`config.mk`:
```
export PLATFORM = sky130hd
export DESIGN_NAME = uart_irq_ctrl
export DESIGN_NICKNAME = d
export VERILOG_FILES = /design/src/rtl/uart_irq_pkg.sv /design/src/rtl/uart_irq_enable_reg.sv /design/src/rtl/uart_irq_txe_fsm.sv /design/src/rtl/uart_irq_prio.sv /design/src/rtl/uart_irq_ctrl.sv
export SDC_FILE = /design/constraint.sdc
export NUM_CORES = 1
export LEC_CHECK = 0
export ABC_CLOCK_PERIOD_IN_PS = 1220
export CAP_MARGIN = 20
export CORE_AREA = 2 2 39 41
export CTS_CLUSTER_DIAMETER = 100
export DETAILED_ROUTE_END_ITERATION = 10
export DIE_AREA = 0 0 41 43
export GPL_TIMING_DRIVEN = 0
export SLEW_MARGIN = 20
export SYNTH_ARGS = -nofsm -noshare
export SYNTH_HDL_FRONTEND = slang
export SYNTH_SLANG_ARGS = --single-unit
```
`constraint.sdc`:
```
create_clock -name clk -period 1.22 [get_ports clk]
set_input_delay 0.244 -clock clk [delete_from_list [all_inputs] [get_ports clk]]
set_output_delay 0.244 -clock clk [all_outputs]
set_load 0.005 [all_outputs]
```
`src/rtl/uart_irq_pkg.sv`:
```
package uart_irq_pkg;

    localparam int IER_W   = 4;
    localparam int IID_W   = 4;
    localparam int NSRC    = 5;

    // enable bit positions
    localparam int EN_RX   = 0;
    localparam int EN_TXE  = 1;
    localparam int EN_LS   = 2;
    localparam int EN_MS   = 3;

    typedef enum logic [IID_W-1:0] {
        IID_MSR  = 4'h0,
        IID_NONE = 4'h1,
        IID_TXE  = 4'h2,
        IID_RDA  = 4'h4,
        IID_LSR  = 4'h6,
        IID_CTO  = 4'hC
    } iid_e;

    typedef enum logic {
        TXE_IDLE = 1'b0,
        TXE_PEND = 1'b1
    } txe_state_e;

    // code of request slot i, slot 0 ranks highest
    function automatic iid_e slot_code(input int i);
        unique case (i)
            0:       slot_code = IID_LSR;
            1:       slot_code = IID_CTO;
            2:       slot_code = IID_RDA;
            3:       slot_code = IID_TXE;
            default: slot_code = IID_MSR;
        endcase
    endfunction

endpackage

```
`src/rtl/uart_irq_enable_reg.sv`:
```
module uart_irq_enable_reg
    import uart_irq_pkg::*;
#(
    parameter int WDATA_W = 8
) (
    input  logic               clk,
    input  logic               rst_n,
    input  logic               we,
    input  logic [WDATA_W-1:0] wdata,
    output logic [IER_W-1:0]   q
);
    localparam int HI_W = WDATA_W - IER_W;

    logic [HI_W-1:0] unused_hi;
    assign unused_hi = wdata[WDATA_W-1:IER_W];

    always_ff @(posedge clk or negedge rst_n) begin
        if (!rst_n) begin
            q <= '0;
        end else if (we) begin
            q <= wdata[IER_W-1:0];
        end
    end
endmodule

```
`src/rtl/uart_irq_txe_fsm.sv`:
```
module uart_irq_txe_fsm
    import uart_irq_pkg::*;
(
    input  logic clk,
    input  logic rst_n,
    input  logic arm,
    input  logic ack,
    input  logic hold_wr,
    output logic pend
);
    txe_state_e state_q, state_d;

    always_ff @(posedge clk or negedge rst_n) begin
        if (!rst_n) begin
            state_q <= TXE_IDLE;
        end else begin
            state_q <= state_d;
        end
    end

    always_comb begin
        state_d = state_q;
        unique case (state_q)
            TXE_IDLE: if (!hold_wr && arm) state_d = TXE_PEND;
            TXE_PEND: if (hold_wr || ack)  state_d = TXE_IDLE;
            default:  state_d = TXE_IDLE;
        endcase
    end

    always_comb begin
        unique case (state_q)
            TXE_PEND: pend = 1'b1;
            default:  pend = 1'b0;
        endcase
    end
endmodule

```
`src/rtl/uart_irq_prio.sv`:
```
module uart_irq_prio
    import uart_irq_pkg::*;
(
    input  logic [NSRC-1:0]  req,
    output logic [IID_W-1:0] code
);
    logic [NSRC:0]      taken;
    logic [NSRC-1:0]    grant;
    logic [IID_W-1:0]   part [NSRC];

    assign taken[0] = 1'b0;

    for (genvar i = 0; i < NSRC; i++) begin : g_slot
        assign grant[i]   = req[i] & ~taken[i];
        assign taken[i+1] = taken[i] | req[i];
        assign part[i]    = grant[i] ? IID_W'(slot_code(i)) : '0;
    end

    always_comb begin
        code = taken[NSRC] ? '0 : IID_W'(IID_NONE);
        for (int i = 0; i < NSRC; i++) begin
            code = code | part[i];
        end
    end
endmodule

```
`src/rtl/uart_irq_ctrl.sv`:
```
module uart_irq_ctrl
    import uart_irq_pkg::*;
#(
    parameter int WDATA_W = 8
) (
    input  logic               clk,
    input  logic               rst_n,
    input  logic               ier_we,
    input  logic [WDATA_W-1:0] ier_wdata,
    input  logic               thr_we,
    input  logic               thre,
    input  logic               thre_set,
    input  logic               iir_re,
    input  logic               src_lsr,
    input  logic               src_cto,
    input  logic               src_rda,
    input  logic               src_msr,
    input  logic               irq_gate,
    output logic [IID_W-1:0]   iid,
    output logic               int_none,
    output logic               irq,
    output logic [IER_W-1:0]   ier_rd
);
    logic [IER_W-1:0] ier_q;
    logic             txe_pend;
    logic             txe_arm;
    logic             txe_ack;
    logic [NSRC-1:0]  req;

    uart_irq_enable_reg #(.WDATA_W(WDATA_W)) u_ier (
        .clk   (clk),
        .rst_n (rst_n),
        .we    (ier_we),
        .wdata (ier_wdata),
        .q     (ier_q)
    );

    assign txe_arm = (ier_we && ier_wdata[EN_TXE] && thre) || thre_set;
    assign txe_ack = iir_re && (iid == IID_W'(IID_TXE));

    uart_irq_txe_fsm u_txe (
        .clk     (clk),
        .rst_n   (rst_n),
        .arm     (txe_arm),
        .ack     (txe_ack),
        .hold_wr (thr_we),
        .pend    (txe_pend)
    );

    // slot order = priority order
    assign req[0] = src_lsr  & ier_q[EN_LS];
    assign req[1] = src_cto  & ier_q[EN_RX];
    assign req[2] = src_rda  & ier_q[EN_RX];
    assign req[3] = txe_pend & ier_q[EN_TXE];
    assign req[4] = src_msr  & ier_q[EN_MS];

    uart_irq_prio u_prio (
        .req  (req),
        .code (iid)
    );

    assign int_none = (iid == IID_W'(IID_NONE));
    assign irq      = irq_gate & (|req);
    assign ier_rd   = ier_q;
endmodule

```
==> metrics <==
top achievable clock speed=0.691 GHz; initial DRC count=2; Clock Path Buffers=2; dpl cell area=527 um2; R2R Setup Slk=0.12 ns; first-pass GRT wire length=1220 um; Cell Count Post-Placement=63; Power Total=0.588 mW; final hold violations=0; Initial Utilization=18.5%; Root Buffer=clkbuf_4; Clock Sinks=5; Slowest cell on crit path=dfrtp_1; Diodes inserted=0; Synth cell types=10; Core Region=1380 um2; setup TNS=-0.865 ns; mean post-synth cell area=11.7 um2; number of global-route vias before repair=281; failing checks=setup timing; Comb power frac=33.7%; Sw Share=24.9%; Final GP Congestion=0.601; Total GRT Usage=11.1%; final net count=80; fin crit share=119%; clk slew on worst S/H paths=0.04 ns; Slew HR=84.3%; grt total ovfl=0; initial antenna violation count=0; syn_nets=42; chip width=41 um; Int Power=0.441 mW; Finished Core Util=43.4%; sequential-to-total area share from yosys stat=48.8%; Crit path arrival time=1.20 ns; Worst R2R End=u_txe.state_q; share of layout cells above drive strength 1=44.1%; Net Switching=0.146 mW; fin area=601 um2; sequential power share=34.1%; WS Path Type=flop to primary output; worst-skew pair later-pin latency=0.24 ns; Setup crit end kind=primary output; Rows=14; Synth Instances=22; CP max FO=3; RSZ-0062 raised after global routing=yes; Lkg Pwr=0.285 nW; Antenna Nets Post-Route=0; H-Tree Level Count=1; Worst Skew=0.00198 ns; post-synthesis cell area=256 um2; area occupied by multi-input gates=140 um2; largest net degree at the start of global routing=6; # IOs=30; DRC viols=0; vias per inst=4.24; WL final=879 um; pre-CTS WS=-0.662 ns; slew at the pin with the worst max-slew slack=0.233 ns; worst setup margin=-0.227 ns; Hold WS=0.226 ns; min-delay worst type=input port to async pin; synth warn=0; slowest stage delay, CP=0.38 ns; Slew Limit Fails=0; die area=1760 um2; PD cells=978 nW/um2; Die Y=43 um; VDD IR max=0.324 mV; Post-Layout Cell Count=75; reg2reg start=u_ier.q[0]; CP Launch Type=flop; DRT Pass-1 Iters=4; CTS buffer count=3; FILL cells=155; number of max-cap violations=0; post-DR wirelength/cell=11.7 um; Worst R2R Path Depth=4; cell breakdown of the critical path=o21ai_2, buf_4, a32o_1, buf_2; CTS tree=done; Area Growth Syn to Fin=134%; Finish-stage setup viols=7; Worst EP required=0.98 ns; #FFs+latches synth=5; routed via count=318; Tmin final=1.45 ns; Register Area=125 um2; Buffers on Ports=25; clock power share=32.2%; status=finished, violations left
## cell usage in the layout, fill, tap and decap left out, drive strengths merged, types with 2 or more instances in the layout
cell,Yosys,final
a311oi,2,2
and3,4,4
buf,0,14
clkbuf,0,5
clkdlybuf4s50,0,12
dfrtp,5,5
dlygate4sd2,0,6
mux2,4,4
nand2,2,2
## synth_stat cells
cell	n	area (um2)
a22oi_1	1	7.51
a311oi_1	2	17.5
a31oi_1	1	6.26
a32o_1	1	10.0
and3_1	4	25.0
dfrtp_1	5	125
inv_1	1	3.75
mux2_2	4	45.0
nand2_1	2	7.51
o21ai_2	1	8.76
## state kept, by name (all words and copies together), names as in the netlist
signal and count:
u_ier.q 4, u_txe.state_q 1
## routing by layer
metal	global-route usage, %	up-vias	share of wire [%]
met5	0	-	0
met4	10.0	0	0
met3	3.66	0	8.2
met2	15.6	13	56
met1	12.5	141	35
li1	-	164	-
## power groups by stage
stage               logic (mW)  clock network (mW)  registers, mW
floorplan               0.0504                   0          0.200
global route             0.214               0.207          0.202
CTS                      0.178               0.205          0.200
detailed placement       0.183                   0          0.202
finish                   0.198               0.189          0.200
global placement         0.183                   0          0.201
## timing repair
| item | 4_1_cts | 5_1_grt |
|---|---|---|
| pin swaps | 7 | 5 |
| setup buffers | 5 | 3 |
| endpoints found under the hold margin | 0 | 0 |
| resized for setup | 31 | 9 |
| hold buffers | 0 | 0 |
| endpoints found under the setup margin | 10 | 7 |
## kinds of logic (layout without fill, tap and decap cells)
family,Yosys count,in the layout,share of synthesized area [%]
buf+inv,1,38,1.46
flops,5,5,48.8
simple gates,6,6,12.7
compound gates,6,6,19.5
mux,4,4,17.6
## area by class of cell
cell class / instances / area share, %
tap: 16 / 3.33
sequential: 5 / 20.8
inverter: 1 / 0.625
timing repair buffer: 33 / 47.5
multi-input combinational: 16 / 23.3
clock buffer: 4 / 4.38
## worst max-delay path: cells and delay by family, from the launching register on
| family | cells | cell delay, ns |
|---|---|---|
| flip-flops | 1 | 0.38 |
| AO/OA/AOI/OAI | 2 | 0.32 |
| buffers and inverters | 2 | 0.27 |
## worst max path at each step
stage	endpoint	from	slack [ns]	cells past startpoint
after floorplan	iid[0]	u_ier.q[1]	0.17	2
after global placement	iid[1]	src_cto	-0.66	4
after detailed placement	iid[1]	src_cto	-0.66	4
after CTS	iid[1]	u_ier.q[0]	-0.24	4
after global routing	iid[1]	u_ier.q[0]	-0.27	4
final	iid[1]	u_ier.q[0]	-0.23	4
Power figures use the tool's default switching activity.
